**src/rtl/irq_prio_pkg.sv**
```systemverilog
// Shared definitions for the priority interrupt controller.
// Assumes: source indices grow with priority.
package irq_prio_pkg;

    // Service discipline selected by the mode input
    typedef enum logic {
        DISC_SEQUENTIAL = 1'b0,
        DISC_NESTED     = 1'b1
    } disc_e;

    // Vector address of a source index
    function automatic int vec_addr(int base, int step, int idx);
        return base + step * idx;
    endfunction

endpackage

```
**src/rtl/irq_pend_latch.sv**
```systemverilog
// Pending latches, one flop per source.
// A request is accepted when it is unmasked, not already pending, and not being
// cleared by an acknowledge in the same cycle (it merges with that one).
// Assumes: clr_i is one-hot or zero.
module irq_pend_latch #(
    parameter int NUM_SRC = 4
) (
    input  logic               clk,
    input  logic               rst_n,
    input  logic [NUM_SRC-1:0] req_i,
    input  logic [NUM_SRC-1:0] mask_i,
    input  logic [NUM_SRC-1:0] clr_i,
    output logic [NUM_SRC-1:0] pend_o,
    output logic [NUM_SRC-1:0] accept_o
);

    logic [NUM_SRC-1:0] pend_q;

    for (genvar g = 0; g < NUM_SRC; g++) begin : g_src
        // Accept a fresh, unmasked request for this source
        assign accept_o[g] = req_i[g] & ~mask_i[g] & ~pend_q[g] & ~clr_i[g];

        // Hold the pending bit of this source
        always_ff @(posedge clk) begin
            if (!rst_n)
                pend_q[g] <= 1'b0;
            else if (clr_i[g])
                pend_q[g] <= 1'b0;
            else if (accept_o[g])
                pend_q[g] <= 1'b1;
        end
    end

    assign pend_o = pend_q;

endmodule

```
**src/rtl/irq_order_fifo.sv**
```systemverilog
// Arrival-order queue of source indices.
// An entry can be removed from any position. Simultaneous pushes enter with
// the highest index first.
// Assumes: DEPTH is a power of two, DEPTH >= NUM_SRC, and each source is
// pushed only while absent, so the queue never overflows.
module irq_order_fifo #(
    parameter int NUM_SRC = 4,
    parameter int DEPTH   = 4,
    parameter int SRC_W   = 2
) (
    input  logic               clk,
    input  logic               rst_n,
    input  logic [NUM_SRC-1:0] push_i,
    input  logic               pop_en_i,
    input  logic [SRC_W-1:0]   pop_src_i,
    output logic [SRC_W-1:0]   head_o,
    output logic               empty_o
);

    localparam int IDX_W = (DEPTH > 1) ? $clog2(DEPTH) : 1;
    localparam int CNT_W = IDX_W + 1;

    logic [SRC_W-1:0] slot_q [DEPTH];
    logic [SRC_W-1:0] slot_d [DEPTH];
    logic [SRC_W-1:0] ext    [DEPTH+1];
    logic [CNT_W-1:0] cnt_q, cnt_d;
    logic             hit;

    // Remove the popped source, close the gap, then append new arrivals
    always_comb begin
        for (int p = 0; p < DEPTH; p++) begin
            ext[p] = slot_q[p];
        end
        ext[DEPTH] = '0;
        slot_d     = slot_q;
        cnt_d      = cnt_q;
        hit        = 1'b0;
        for (int p = 0; p < DEPTH; p++) begin
            if (pop_en_i && !hit && (CNT_W'(p) < cnt_q) && (slot_q[p] == pop_src_i))
                hit = 1'b1;
            if (hit)
                slot_d[p] = ext[p+1];
        end
        if (hit)
            cnt_d = cnt_d - 1'b1;
        for (int s = NUM_SRC - 1; s >= 0; s--) begin
            if (push_i[s] && (cnt_d < CNT_W'(DEPTH))) begin
                slot_d[cnt_d[IDX_W-1:0]] = SRC_W'(s);
                cnt_d = cnt_d + 1'b1;
            end
        end
    end

    // Register the queue contents and fill level
    always_ff @(posedge clk) begin
        if (!rst_n) begin
            cnt_q <= '0;
            for (int p = 0; p < DEPTH; p++) slot_q[p] <= '0;
        end else begin
            cnt_q  <= cnt_d;
            slot_q <= slot_d;
        end
    end

    assign head_o  = slot_q[0];
    assign empty_o = (cnt_q == '0);

endmodule

```
**src/rtl/irq_prio_enc.sv**
```systemverilog
// Highest-set-bit encoder: returns the index of the highest set bit and
// whether any bit is set.
module irq_prio_enc #(
    parameter int NUM_SRC = 4,
    parameter int SRC_W   = 2
) (
    input  logic [NUM_SRC-1:0] bits_i,
    output logic [SRC_W-1:0]   idx_o,
    output logic               vld_o
);

    // Scan upward so that the last set bit found, the highest, wins
    always_comb begin
        idx_o = '0;
        vld_o = 1'b0;
        for (int i = 0; i < NUM_SRC; i++) begin
            if (bits_i[i]) begin
                idx_o = SRC_W'(i);
                vld_o = 1'b1;
            end
        end
    end

endmodule

```
**src/rtl/irq_prio_ctrl.sv**
```systemverilog
// Priority interrupt controller, top level.
// It latches requests, picks one source according to the selected discipline,
// offers it to the core with a vector, and tracks the sources in service.
// Assumes: nest_mode_i changes only while idle; ack_i and eoi_i are
// single-cycle pulses.
module irq_prio_ctrl
    import irq_prio_pkg::*;
#(
    parameter int NUM_SRC    = 4,
    parameter int FIFO_DEPTH = 4,
    parameter int VEC_W      = 8,
    parameter int VEC_BASE   = 32,
    parameter int VEC_STEP   = 4
) (
    input  logic               clk,
    input  logic               rst_n,
    input  logic [NUM_SRC-1:0] req_i,
    input  logic [NUM_SRC-1:0] mask_i,
    input  logic               nest_mode_i,
    input  logic               ack_i,
    input  logic               eoi_i,
    output logic               irq_o,
    output logic [VEC_W-1:0]   vector_o
);

    localparam int SRC_W = (NUM_SRC > 1) ? $clog2(NUM_SRC) : 1;

    logic               irq_q;
    logic [SRC_W-1:0]   cur_q;
    logic [VEC_W-1:0]   vec_q;
    logic [NUM_SRC-1:0] in_svc_q;
    logic [NUM_SRC-1:0] pend_w, accept_w, ack_set, eoi_clr;
    logic [SRC_W-1:0]   head_w, hp_idx, is_idx, nxt_src;
    logic               fifo_empty, hp_vld, is_vld, nested, ack_fire, deliver;

    irq_pend_latch #(.NUM_SRC(NUM_SRC)) u_pend (
        .clk      (clk),
        .rst_n    (rst_n),
        .req_i    (req_i),
        .mask_i   (mask_i),
        .clr_i    (ack_set),
        .pend_o   (pend_w),
        .accept_o (accept_w)
    );

    irq_order_fifo #(.NUM_SRC(NUM_SRC), .DEPTH(FIFO_DEPTH), .SRC_W(SRC_W)) u_order (
        .clk       (clk),
        .rst_n     (rst_n),
        .push_i    (accept_w),
        .pop_en_i  (ack_fire),
        .pop_src_i (cur_q),
        .head_o    (head_w),
        .empty_o   (fifo_empty)
    );

    irq_prio_enc #(.NUM_SRC(NUM_SRC), .SRC_W(SRC_W)) u_pend_enc (
        .bits_i (pend_w),
        .idx_o  (hp_idx),
        .vld_o  (hp_vld)
    );

    irq_prio_enc #(.NUM_SRC(NUM_SRC), .SRC_W(SRC_W)) u_svc_enc (
        .bits_i (in_svc_q),
        .idx_o  (is_idx),
        .vld_o  (is_vld)
    );

    // Decode the discipline and the core handshakes
    assign nested   = (nest_mode_i == DISC_NESTED);
    assign ack_fire = ack_i & irq_q;
    assign ack_set  = ack_fire ? (NUM_SRC'(1) << cur_q) : '0;
    assign eoi_clr  = (eoi_i && is_vld) ? (NUM_SRC'(1) << is_idx) : '0;

    // Decide whether a new request may be offered, and which source it is
    always_comb begin
        if (nested) begin
            nxt_src = hp_idx;
            deliver = !irq_q && hp_vld && (!is_vld || (hp_idx > is_idx));
        end else begin
            nxt_src = head_w;
            deliver = !irq_q && !is_vld && !fifo_empty;
        end
    end

    // Offer a request and hold its vector until the core acknowledges it
    always_ff @(posedge clk) begin
        if (!rst_n) begin
            irq_q <= 1'b0;
            cur_q <= '0;
            vec_q <= '0;
        end else if (ack_fire) begin
            irq_q <= 1'b0;
        end else if (deliver) begin
            irq_q <= 1'b1;
            cur_q <= nxt_src;
            vec_q <= VEC_W'(vec_addr(VEC_BASE, VEC_STEP, int'(nxt_src)));
        end
    end

    // Track sources in service: set on acknowledge, clear the highest on end of interrupt
    always_ff @(posedge clk) begin
        if (!rst_n)
            in_svc_q <= '0;
        else
            in_svc_q <= (in_svc_q & ~eoi_clr) | ack_set;
    end

    assign irq_o    = irq_q;
    assign vector_o = vec_q;

endmodule

```
**config.mk**
```make
export PLATFORM = sky130hd
export DESIGN_NAME = irq_prio_ctrl
export DESIGN_NICKNAME = d
export VERILOG_FILES = /design/src/rtl/irq_prio_pkg.sv /design/src/rtl/irq_pend_latch.sv /design/src/rtl/irq_order_fifo.sv /design/src/rtl/irq_prio_enc.sv /design/src/rtl/irq_prio_ctrl.sv
export SDC_FILE = /design/constraint.sdc
export NUM_CORES = 1
export LEC_CHECK = 0
export ABC_AREA = 1
export ABC_CLOCK_PERIOD_IN_PS = 4000
export BUFFER_PORTS_ARGS = -buffer_cell sky130_fd_sc_hd__buf_2
export CAP_MARGIN = 40
export CORE_UTILIZATION = 45
export CTS_BUF_LIST = sky130_fd_sc_hd__clkbuf_16
export DETAILED_ROUTE_END_ITERATION = 7
export GPL_TIMING_DRIVEN = 0
export PLACE_DENSITY = 0.68
export SYNTH_ARGS = -nofsm -noshare
export SYNTH_HDL_FRONTEND = slang
export SYNTH_HIERARCHICAL = 1
export SYNTH_SLANG_ARGS = --single-unit
```
**constraint.sdc**
```tcl
create_clock -name clk -period 4 [get_ports clk]
set_clock_uncertainty 0.15 [all_clocks]
set_input_delay 0.4 -clock clk [delete_from_list [all_inputs] [get_ports clk]]
set_output_delay 0.4 -clock clk [all_outputs]
set_load 0.01 [all_outputs]
```
==> flow_summary.toml, run 1 <==
[finish]
seq_area_sq_um = 460
antenna_cells = 0
util_after_layout = 0.530
num-nets-final = 405
fillCellCount = 494
multiInputGateArea_sq_mm = 0.00148
layout-drive-gt1-share = 0.178
flow.area_growth_from_synthesis_pct = 12.7
fin_cells = 437

[sta]
number_of_setup_violations_in_the_final_report = 0
maxClockFrequency_mhz = 278
tns_ns = 0
report.final.hold_viol_count = 0
timing.final.max_slew_violations = 0
grt_setup_unrepaired = "no"
postLayoutSetupSlackWorst_ns = 0.408
worst_pin_slew_ns = 0.503
fin_crit_sh = 0.898
layout_min_cycle_time_ns = 3.59
maxSlewHeadroom = 0.662

[worst_setup_path]
endpoint_kind = "flip-flop"
worstPathMaxFanout = 10
worst-setup-path-type = "reg -> reg"
timing.rr.start = "vector_o[3]$_SDFFE_PN0P_"
worstPathArrival_ns = 3.59
timing.reg2reg.setup_slack_ns = 0.41
r2r_endpoint = "u_order/cnt_q[1]$_SDFF_PN0_"
startpoint_type = "flip-flop"
worst_reg2reg_path_depth = 19
worst_ep_required_time_ns = 3.99

[clocking]
clkTransAtPathRegs_ns = 0.07
h-tree-depth = 1
cts_tree = "built"
ctsLongestPathBuffers = 2
clock_latency_ns = 0.26
postCtsResizedCells = 0
clock_tree.root_cell = "sky130_fd_sc_hd__clkbuf_16"
cts_made_buffers = 3
cts_sinks = 23
postCtsHoldBufs = 0

[power_and_ir_drop]
areal_power_density_over_the_cells_mw_per_mm2 = 720
pleak_nw = 1.29
design_power_total_mw = 1.80
vdd.ir_drop.worst_uv = 334

[floorplan]
design.core.area_sq_mm = 0.00472
die_span_y_um = 72.3
die-width_um = 72.3
initial_core_util = 0.470
design.die.area_sq_mm = 0.00522
num_io_pins = 22
fp-row-count = 25

[synth]
post_synth.cell_area_avg_sq_um = 6.47
synth.cell_area_sq_mm = 0.00222
seq_area_frac_synth = 0.207
synth.largest_area_cell = "sky130_fd_sc_hd__dfxtp_1"
number_of_synthesized_register_bits = 23
netlist-cell-type-count = 36
post_synth_main_area_contributors = "sky130_fd_sc_hd__dfxtp_1, sky130_fd_sc_hd__nand2_1, sky130_fd_sc_hd__ha_1"
netlist_instances = 343
yosys_warning_count = 6
synth_edf_count = 0
post-synth-top-area-fraction = 0.207
synth_top_flop_cell = "sky130_fd_sc_hd__dfxtp_1"
ys_async_sr_fraction = 0

[global_route]
grt_start_max_net_pins = 15
first_pass_grt_wire_length_um = 8490
grt-ovfl-total = 0
globalRouteTotalUtil = 0.206
antenna_violations_before_repair = 0
grt_pass1_vias = 1896

[worst_hold_path]
worstHoldEndpoint = "u_pend/pend_o[0]$_SDFFE_PP0P_"
holdCritStartpoint = "req_i[0]"
hp-class = "in -> reg"
hold_path_depth = 3

[routing]
route.vias.total = 2060
route.detailed.drc = 0
post_drt_via_cell_ratio = 4.71
initialDrtViolationCount = 74
final_antenna_net_count = 0
1st_pass_router_iterations = 4
route.final.wire_length_um = 4870
wl_per_cell_um = 11.2

[placed_design]
dp_slack_ns = 0.239
port-buffer-count = 16
post_placement_cell_count = 431
dp.final_hpwl_um = 3890
place.gp.congestion = 0.838

[flow_run]
max_capacitance_violation_count = 0

[status]
run_status = "complete, no violations"
critical path, stage by stage, from the launching register on:
cell and delay [ns]:
sky130_fd_sc_hd__dfxtp_1 0.59, sky130_fd_sc_hd__nand2_1 0.12, sky130_fd_sc_hd__nand2_2 0.10, sky130_fd_sc_hd__nor2_4 0.05, sky130_fd_sc_hd__nand2_2 0.11, sky130_fd_sc_hd__nand4_4 0.18, sky130_fd_sc_hd__nand2_1 0.10, sky130_fd_sc_hd__nand2_1 0.12
sky130_fd_sc_hd__ha_1 0.30, sky130_fd_sc_hd__inv_1 0.06, sky130_fd_sc_hd__o21ai_4 0.20, sky130_fd_sc_hd__ha_1 0.26, sky130_fd_sc_hd__nand2_1 0.08, sky130_fd_sc_hd__nand2_2 0.08, sky130_fd_sc_hd__ha_1 0.27, sky130_fd_sc_hd__nand2_1 0.08
sky130_fd_sc_hd__nand2_2 0.08, sky130_fd_sc_hd__ha_1 0.26, sky130_fd_sc_hd__o21ai_0 0.19, sky130_fd_sc_hd__nor2_1 0.08
routing by layer:
layer,vias to the layer above,wire (um),global-route usage
li1,1107,-,-
met1,920,2480,0.275
met2,29,2220,0.350
met3,4,131,0.0250
met4,0,43,0.0523
met5,-,0,0
timing repair:
action | 4_1_cts | 5_1_grt
setup buffers | 0 | 2
endpoints found under the hold margin | 0 | 0
endpoints found under the setup margin | 0 | 6
cells by family after synthesis:
family | synth area share
other | 0.00169
adders and majority gates | 0.118
xor gates and xnor gates | 0.00789
AOI/OAI and AO/OA | 0.153
and+or+nand+nor | 0.376
DFF | 0.207
buffers and inverters | 0.135
through the flow:
stage	area [sq um]	hold slack (ns)
2_1_floorplan	2240	0.294
3_3_place_gp	2400	0.285
3_5_place_dp	2400	0.290
4_1_cts	2490	0.228
5_1_grt	2500	0.242
6_report	2500	0.227
synth_stat cells, types with 3 or more instances:
library cell / instances
sky130_fd_sc_hd__ha_1: 21
sky130_fd_sc_hd__inv_2: 4
sky130_fd_sc_hd__o21ai_0: 6
sky130_fd_sc_hd__dfxtp_1: 23
sky130_fd_sc_hd__nand2_2: 10
sky130_fd_sc_hd__o31ai_1: 5
sky130_fd_sc_hd__nand3_1: 18
sky130_fd_sc_hd__o211ai_1: 3
sky130_fd_sc_hd__inv_1: 61
sky130_fd_sc_hd__nor2_1: 37
sky130_fd_sc_hd__nor2_2: 5
sky130_fd_sc_hd__o21ai_4: 3
sky130_fd_sc_hd__nand4_1: 3
sky130_fd_sc_hd__o21ai_1: 3
sky130_fd_sc_hd__nor3_1: 4
sky130_fd_sc_hd__nand2_1: 91
sky130_fd_sc_hd__a21oi_1: 16
sky130_fd_sc_hd__buf_4: 7
flip-flops by register name, indices dropped and copies added, names as in the netlist:
register	flops
u_pend/pend_o	4
vector_o	2
cur_q	1
u_order/head_o	2
u_order/ext	6
u_order/cnt_q	3
in_svc_q	4
irq_o	1
area by class of cell:
class | instances | area share
clock inverter | 1 | 0.00300
multi-input combinational | 251 | 0.589
buffer | 8 | 0.0225
clock buffer | 3 | 0.0300
tap | 67 | 0.0335
timing repair buffer | 19 | 0.0400
sequential | 23 | 0.184
inverter | 65 | 0.0975
power breakdown:
part           leakage (nW)  internal, mW  total [mW]  switching [mW]
Combinational          1.07         0.434        1.19           0.758
Sequential            0.188         0.297       0.383          0.0864
Clock                0.0371         0.136       0.228          0.0918
worst max-delay path by stage:
stage / startpoint / to / slack [ns] / cells past startpoint
3_3_place_gp: ack_i / u_order/cnt_q[1]$_SDFF_PN0_ / 0.03 / 18
2_1_floorplan: ack_i / u_order/cnt_q[1]$_SDFF_PN0_ / 0.77 / 17
6_report: vector_o[3]$_SDFFE_PN0P_ / u_order/cnt_q[1]$_SDFF_PN0_ / 0.41 / 19
3_5_place_dp: ack_i / u_order/cnt_q[1]$_SDFF_PN0_ / 0.24 / 20
4_1_cts: cur_q[0]$_SDFFE_PN0P_ / u_order/cnt_q[1]$_SDFF_PN0_ / 0.23 / 19
5_1_grt: cur_q[0]$_SDFFE_PN0P_ / u_order/cnt_q[1]$_SDFF_PN0_ / 0.11 / 20
cell usage in the layout, fill, tap and decap left out, types with 2 or more instances in the layout:
cell | synthesis | layout
sky130_fd_sc_hd__nand2_4 | 2 | 2
sky130_fd_sc_hd__nor2_1 | 37 | 37
sky130_fd_sc_hd__nand2_1 | 91 | 91
sky130_fd_sc_hd__nor3_1 | 4 | 4
sky130_fd_sc_hd__nor2_4 | 2 | 2
sky130_fd_sc_hd__o21ai_4 | 3 | 3
sky130_fd_sc_hd__inv_1 | 61 | 61
sky130_fd_sc_hd__nand3_1 | 18 | 18
sky130_fd_sc_hd__buf_2 | 0 | 17
sky130_fd_sc_hd__o21ai_0 | 6 | 6
sky130_fd_sc_hd__a21oi_4 | 2 | 2
sky130_fd_sc_hd__dfxtp_1 | 23 | 23
sky130_fd_sc_hd__inv_2 | 4 | 4
sky130_fd_sc_hd__xnor2_1 | 2 | 2
sky130_fd_sc_hd__conb_1 | 1 | 5
sky130_fd_sc_hd__nand4_1 | 3 | 3
sky130_fd_sc_hd__o31ai_1 | 5 | 5
sky130_fd_sc_hd__ha_1 | 21 | 21
sky130_fd_sc_hd__buf_4 | 7 | 9
sky130_fd_sc_hd__nand2_2 | 10 | 10
sky130_fd_sc_hd__nand3_2 | 2 | 2
sky130_fd_sc_hd__nor2_2 | 5 | 5
sky130_fd_sc_hd__a21oi_1 | 16 | 16
sky130_fd_sc_hd__clkbuf_16 | 0 | 3
sky130_fd_sc_hd__o211ai_1 | 3 | 3
sky130_fd_sc_hd__o21ai_1 | 3 | 3
(Power assumes the default switching activity.)
==> run 2, diff against run 1 <==
ABC_AREA = not set   (was 1)
PLACE_DENSITY = 0.69   (was 0.68)
==> run 2 against run 1 <==
Clock power about the same. Synthesized area down 8.1%. Power up 2.0%. Synthesized cell count down 31%. Combinational power up 5%. Sequential power down 5.2%. Critical path depth unchanged. Sequential share of layout area down 0.76 points. Critical path type unchanged. Largest cell class unchanged. Largest power group unchanged. Highest routed layer unchanged.
==> flow_summary.toml, run 2 <==
[synth]
yosysMostFrequentCell = "sky130_fd_sc_hd__nand2_1"
post_synth.cell_area_avg_sq_um = 8.69
post_synth_main_area_contributors = "sky130_fd_sc_hd__dfxtp_1, sky130_fd_sc_hd__ha_1, sky130_fd_sc_hd__nand2_1"
seq_area_frac_synth = 0.225
synth.largest_area_cell = "sky130_fd_sc_hd__dfxtp_1"
post-synth-top-area-fraction = 0.225
synth_edf_count = 0
number_of_synthesized_register_bits = 23
synth.cell_area_sq_mm = 0.00204
ys_async_sr_fraction = 0
yosys_warning_count = 6
synth_top_cells_by_count = "sky130_fd_sc_hd__nand2_1, sky130_fd_sc_hd__dfxtp_1, sky130_fd_sc_hd__ha_1"
netlist-cell-type-count = 57
netlist_instances = 235
synth_top_flop_cell = "sky130_fd_sc_hd__dfxtp_1"

[sta]
layout_min_cycle_time_ns = 3.95
timing.final.max_slew_violations = 0
number_of_setup_violations_in_the_final_report = 0
holdWs_ns = 0.255
worst_pin_slew_ns = 0.646
postLayoutSetupSlackWorst_ns = 0.0496
report.final.hold_viol_count = 0
fin_crit_sh = 0.988
maxClockFrequency_mhz = 253
maxSlewHeadroom = 0.569

[status]
run_status = "complete, no violations"

[power_and_ir_drop]
pleak_nw = 1.21
design_power_total_mw = 1.84
p_int_mw = 1.05
clk_network_pwr_share = 0.123
combinationalPowerShare = 0.680
power.net_switching_mw = 0.789
power.switching_fraction = 0.429
vdd.ir_drop.worst_uv = 544
share_seq_of_total_power = 0.197
areal_power_density_over_the_cells_mw_per_mm2 = 688

[placed_design]
port-buffer-count = 16
place.gp.congestion = 0.886
post_placement_cell_count = 307
dp.final_hpwl_um = 3510
placed_cell_area_sq_mm = 0.00221
dp_slack_ns = -0.481

[worst_setup_path]
endpoint_kind = "flip-flop"
worst-setup-path-type = "reg -> reg"
timing.reg2reg.setup_slack_ns = 0.05
startpoint_type = "flip-flop"
worst_ep_required_time_ns = 4.00
worstPathMaxFanout = 10
worst_reg2reg_path_depth = 19
worstPathArrival_ns = 3.96

[clocking]
cts_tree = "built"
h-tree-depth = 1
ctsLongestPathBuffers = 2
clkTransAtPathRegs_ns = 0.06
clock_tree.root_cell = "sky130_fd_sc_hd__clkbuf_16"
cts_sinks = 23
cts_made_buffers = 3
postCtsHoldBufs = 0
clock_latency_ns = 0.26

[routing]
route.vias.total = 1868
initialDrtViolationCount = 74
m1WireLength_um = 2340
final_antenna_net_count = 0
dr_wl_met2_um = 2810
route.final.wire_length_um = 5400
post_drt_via_cell_ratio = 5.53
dr_wl_met3_um = 138
route.top_layer_used = "met4"
wl_per_cell_um = 16.0
1st_pass_router_iterations = 4
route.detailed.drc = 0

[floorplan]
initial_core_util = 0.469
design.die.area_sq_mm = 0.00481
design.core.area_sq_mm = 0.00435
fp-row-count = 24
die-width_um = 69.4
die_span_y_um = 69.4
num_io_pins = 22

[worst_hold_path]
hold_path_depth = 3
hp-class = "in -> reg"

[flow_run]
max_capacitance_violation_count = 0

[global_route]
grt_start_max_net_pins = 14
antenna_violations_before_repair = 0
grt-ovfl-total = 0
grt_pass1_vias = 1689
first_pass_grt_wire_length_um = 7820
globalRouteTotalUtil = 0.204

[finish]
layout-drive-gt1-share = 0.378
antenna_cells = 0
final_design_area_no_fill_sq_mm = 0.00267
mostFrequentLayoutCell = "sky130_fd_sc_hd__buf_4"
largest_reg_flops = 6
fin_cells = 338
mostFrequentLayoutCells = "sky130_fd_sc_hd__buf_4, sky130_fd_sc_hd__nand2_1, sky130_fd_sc_hd__dfxtp_1"
flow.area_growth_from_synthesis_pct = 30.9
num-nets-final = 321
-- run 2: through the flow --
stage / setup TNS (ns) / utilization
after global placement: -3.85 / 0.507
final: 0 / 0.614
after CTS: -0.00777 / 0.554
after detailed placement: -4.40 / 0.507
after floorplan: 0 / -
after global routing: -1.10 / 0.614
-- run 2: layout make-up --
type	instances	area (sq um)
repair buffers	43	283
well taps	52	65.1
plain buffers	13	91.3
multi-input cells	182	1600
fillers	368	1680
clock buffers	3	75.1
inverters	21	78.8
flip-flops and latches	23	472
clock inverters	1	5.00
-- run 2: final timing paths --
| kind | endpoint | start |
|---|---|---|
| worst max-delay path | u_order/cnt_q[1]$_SDFF_PN0_ | u_order/cnt_q[0]$_SDFF_PN0_ |
| worst min-delay path | u_pend/pend_o[0]$_SDFFE_PP0P_ | req_i[0] |
| worst max register to register | u_order/cnt_q[1]$_SDFF_PN0_ | u_order/cnt_q[0]$_SDFF_PN0_ |
| worst min register to register | vector_o[5]$_SDFFE_PN0P_ | vector_o[5]$_SDFFE_PN0P_ |
-- run 2: kinds of logic (layout without fill, tap and decap cells) --
family | after synthesis | in the layout | synth area share
fa+ha+maj | 21 | 21 | 0.129
compound gates | 61 | 61 | 0.246
other cells | 1 | 5 | 0.00184
mux | 8 | 8 | 0.0398
buf+inv | 34 | 81 | 0.0772
xor+xnor | 13 | 13 | 0.0717
simple gates | 74 | 74 | 0.209
flops | 23 | 23 | 0.225
-- run 2: layer usage --
| layer | track usage | vias to the layer above |
|---|---|---|
| met5 | 0 | - |
| met4 | 0.0522 | 0 |
| met3 | 0.0407 | 12 |
| met2 | 0.350 | 36 |
| met1 | 0.261 | 910 |
| li1 | - | 910 |
-- run 2: power by group through the flow --
stage | registers (mW) | logic [mW] | clock network (mW)
after CTS | 0.363 | 0.949 | 0.231
after detailed placement | 0.365 | 0.831 | 0
after global placement | 0.363 | 0.814 | 0
final | 0.363 | 1.25 | 0.226
after floorplan | 0.347 | 0.666 | 0
after global routing | 0.370 | 1.36 | 0.239
-- run 2: critical path, cell delays in order (launching register included) --
cell and delay (ns):
sky130_fd_sc_hd__dfxtp_4 0.40, sky130_fd_sc_hd__ha_1 0.15, sky130_fd_sc_hd__nand2b_1 0.06, sky130_fd_sc_hd__a32oi_2 0.31, sky130_fd_sc_hd__o2bb2ai_4 0.14, sky130_fd_sc_hd__buf_4 0.15
sky130_fd_sc_hd__o21ai_1 0.17, sky130_fd_sc_hd__xnor2_1 0.21, sky130_fd_sc_hd__buf_4 0.21, sky130_fd_sc_hd__and2_4 0.17, sky130_fd_sc_hd__nand2_1 0.05, sky130_fd_sc_hd__nand2_1 0.13
sky130_fd_sc_hd__ha_4 0.17, sky130_fd_sc_hd__a22oi_2 0.07, sky130_fd_sc_hd__and3_4 0.20, sky130_fd_sc_hd__clkbuf_4 0.20, sky130_fd_sc_hd__a211oi_4 0.21, sky130_fd_sc_hd__a21o_1 0.14
sky130_fd_sc_hd__ha_2 0.26, sky130_fd_sc_hd__o221a_1 0.25
-- run 2: what timing repair did --
action | in CTS | in global routing
setup buffers | 7 | 20
pin swaps | 5 | 10
gates resized for setup | 16 | 22
endpoints found under the hold margin | 0 | 0
endpoints found under the setup margin | 11 | 11
cloned | 0 | 0
==> run 3, diff against run 2 <==
CORE_UTILIZATION = 57   (was 45)
PLACE_DENSITY = 0.83   (was 0.69)
==> run 3 against run 2 <==
Clock-buffer cell count unchanged. Fmax down 0.63%. Worst setup slack worse by 0.025 ns. Routed wire length up 1.1%. Flip-flop and latch count unchanged. Utilization up 17 points. Critical path type unchanged. Non-clock buffer count down 6. Clock power down 5%.
==> flow_summary.toml, run 3 (synthesis results as in run 2) <==
[routing]
route.vias.total = 1896
post_drt_via_cell_ratio = 5.82
route.final.wire_length_um = 5460
initialDrtViolationCount = 111
1st_pass_router_iterations = 4
final_antenna_net_count = 0
wl_per_cell_um = 16.8
route.detailed.drc = 0

[global_route]
globalRouteTotalUtil = 0.263
grt_pass1_vias = 1668
first_pass_grt_wire_length_um = 7350
grt_start_max_net_pins = 13
antenna_violations_before_repair = 0
grt-ovfl-total = 0

[sta]
layout_min_cycle_time_ns = 3.98
tns_ns = 0
report.final.hold_viol_count = 0
postLayoutSetupSlackWorst_ns = 0.0247
worst_pin_slew_ns = 0.580
fin_crit_sh = 0.994
number_of_setup_violations_in_the_final_report = 0
maxSlewHeadroom = 0.613
maxClockFrequency_mhz = 252
timing.final.max_slew_violations = 0

[placed_design]
place.gp.congestion = 0.896
dp.final_hpwl_um = 3370
dp_slack_ns = -0.480
port-buffer-count = 16
placed_cell_area_sq_mm = 0.00220

[floorplan]
initial_core_util = 0.602
num_io_pins = 22
fp-row-count = 21
die_span_y_um = 61.9
design.core.area_sq_mm = 0.00339
die-width_um = 61.9
design.die.area_sq_mm = 0.00383

[finish]
mostFrequentLayoutCells = "sky130_fd_sc_hd__buf_4, sky130_fd_sc_hd__nand2_1, sky130_fd_sc_hd__inv_1, sky130_fd_sc_hd__dfxtp_1, sky130_fd_sc_hd__buf_2"
antenna_cells = 0
fillCellCount = 211
largest_reg_flops = 6
seq_area_sq_um = 474
final_design_area_no_fill_sq_mm = 0.00265
util_after_layout = 0.782
num-nets-final = 315
layout-drive-gt1-share = 0.382
multiInputGateArea_sq_mm = 0.00163
flow.area_growth_from_synthesis_pct = 29.8
mostFrequentLayoutCell = "sky130_fd_sc_hd__buf_4"

[worst_setup_path]
worstPathArrival_ns = 3.95
timing.reg2reg.setup_slack_ns = 0.02
worst-setup-path-type = "reg -> reg"
worst_reg2reg_path_depth = 19
worstPathMaxFanout = 5
slowest_delay_ns = 0.41
worst_ep_required_time_ns = 3.97
crit_chain = "ha_4 > nand2b_1 > a32oi_2 > o2bb2ai_4 > nor2_4 > mux2i_2 > ha_2 > nand2_1 > nand2_2 > a211o_1 > nand2_1 > buf_6 > a31oi_4 > a21oi_4 > ha_4 > a21o_1 > ha_2 > a22oi_1 > a41oi_1"
endpoint_kind = "flip-flop"
cpMaxStageDelayCell = "sky130_fd_sc_hd__dfxtp_4"
timing.rr.start = "u_order/cnt_q[0]$_SDFF_PN0_"
r2r_endpoint = "u_order/cnt_q[2]$_SDFF_PN0_"
startpoint_type = "flip-flop"

[power_and_ir_drop]
vdd.ir_drop.worst_uv = 586
pleak_nw = 1.18
design_power_total_mw = 1.84
areal_power_density_over_the_cells_mw_per_mm2 = 694

[status]
run_status = "complete, no violations"

[clocking]
clock_latency_ns = 0.26
clock_tree.root_cell = "sky130_fd_sc_hd__clkbuf_16"
h-tree-depth = 1
clkTransAtPathRegs_ns = 0.06
cts_tree = "built"
cts_sinks = 23
ctsLongestPathBuffers = 2
cts_made_buffers = 3

[worst_hold_path]
holdCritStartpoint = "req_i[0]"
hp-class = "in -> reg"
worstHoldEndpoint = "u_pend/pend_o[0]$_SDFFE_PP0P_"
hold_path_depth = 3

[flow_run]
max_capacitance_violation_count = 0
==> run 3: cell count changes in the layout (fill, tap and decap cells not counted), moves of 2 or more <==
cell / change
sky130_fd_sc_hd__a21oi_4: +2
sky130_fd_sc_hd__nand2_1: -2
sky130_fd_sc_hd__nor3b_1: -2
sky130_fd_sc_hd__buf_4: -6
sky130_fd_sc_hd__nand2_2: +2
sky130_fd_sc_hd__nor3b_2: +2
sky130_fd_sc_hd__ha_1: -2
sky130_fd_sc_hd__ha_2: +3
==> run 3: worst max-delay path by stage <==
stage / endpoint / depth (start not counted) / from
after floorplan: u_order/cnt_q[1]$_SDFF_PN0_ / 19 / u_order/cnt_q[0]$_SDFF_PN0_
after global placement: u_order/head_o[1]$_SDFF_PN0_ / 21 / ack_i
after detailed placement: u_order/cnt_q[2]$_SDFF_PN0_ / 20 / u_order/cnt_q[0]$_SDFF_PN0_
after CTS: u_order/cnt_q[2]$_SDFF_PN0_ / 18 / u_order/cnt_q[1]$_SDFF_PN0_
after global routing: u_order/cnt_q[2]$_SDFF_PN0_ / 19 / u_order/cnt_q[0]$_SDFF_PN0_
final: u_order/cnt_q[2]$_SDFF_PN0_ / 19 / u_order/cnt_q[0]$_SDFF_PN0_
==> run 3: repair_timing <==
item	in CTS	in global routing
resized for setup	12	38
pin swaps	3	18
buffers inserted	4	17
cloned	0	0
setup endpoints to repair	11	11
hold buffers	0	0
==> run 3: stage by stage <==
step	cells	hold slack, ns
after global placement	301	0.295
after global routing	326	0.269
final	326	0.268
after detailed placement	301	0.326
after CTS	309	0.270
after floorplan	239	0.302
==> run 3: where the power goes <==
part           switching (mW)  internal, mW  leakage (nW)
registers              0.0792         0.289         0.191
logic                   0.650         0.608         0.946
clock network          0.0807         0.133        0.0423
total                   0.810          1.03          1.18
==> run 3: area by class of cell <==
cell class	instances	area share
Timing Repair Buffer	37	0.0897
Clock buffer	3	0.0283
Sequential cell	23	0.179
Inverter	21	0.0307
Clock inverter	1	0.00142
Tap cell	46	0.0217
Multi-Input combinational cell	182	0.613
Buffer	13	0.0359
==> run 3: worst max-delay path: cells and delay by family, from the launching register on <==
kind / cells / cell delay, ns
adder cells (fa/ha/maj): 4 / 0.83
multiplexers: 1 / 0.28
AO/OA/AOI/OAI: 8 / 1.43
AND/OR/NAND/NOR: 5 / 0.56
flip-flops: 1 / 0.41
buffers and inverters: 1 / 0.17
==> run 3: metal layers <==
layer	global-route usage	share of wire	vias up	wire (um)
li1	-	-	902	-
met1	0.302	0.41	918	2270
met2	0.495	0.52	64	2860
met3	0.0497	0.042	12	231
met4	0.0698	0.019	0	102
met5	0	0	-	0
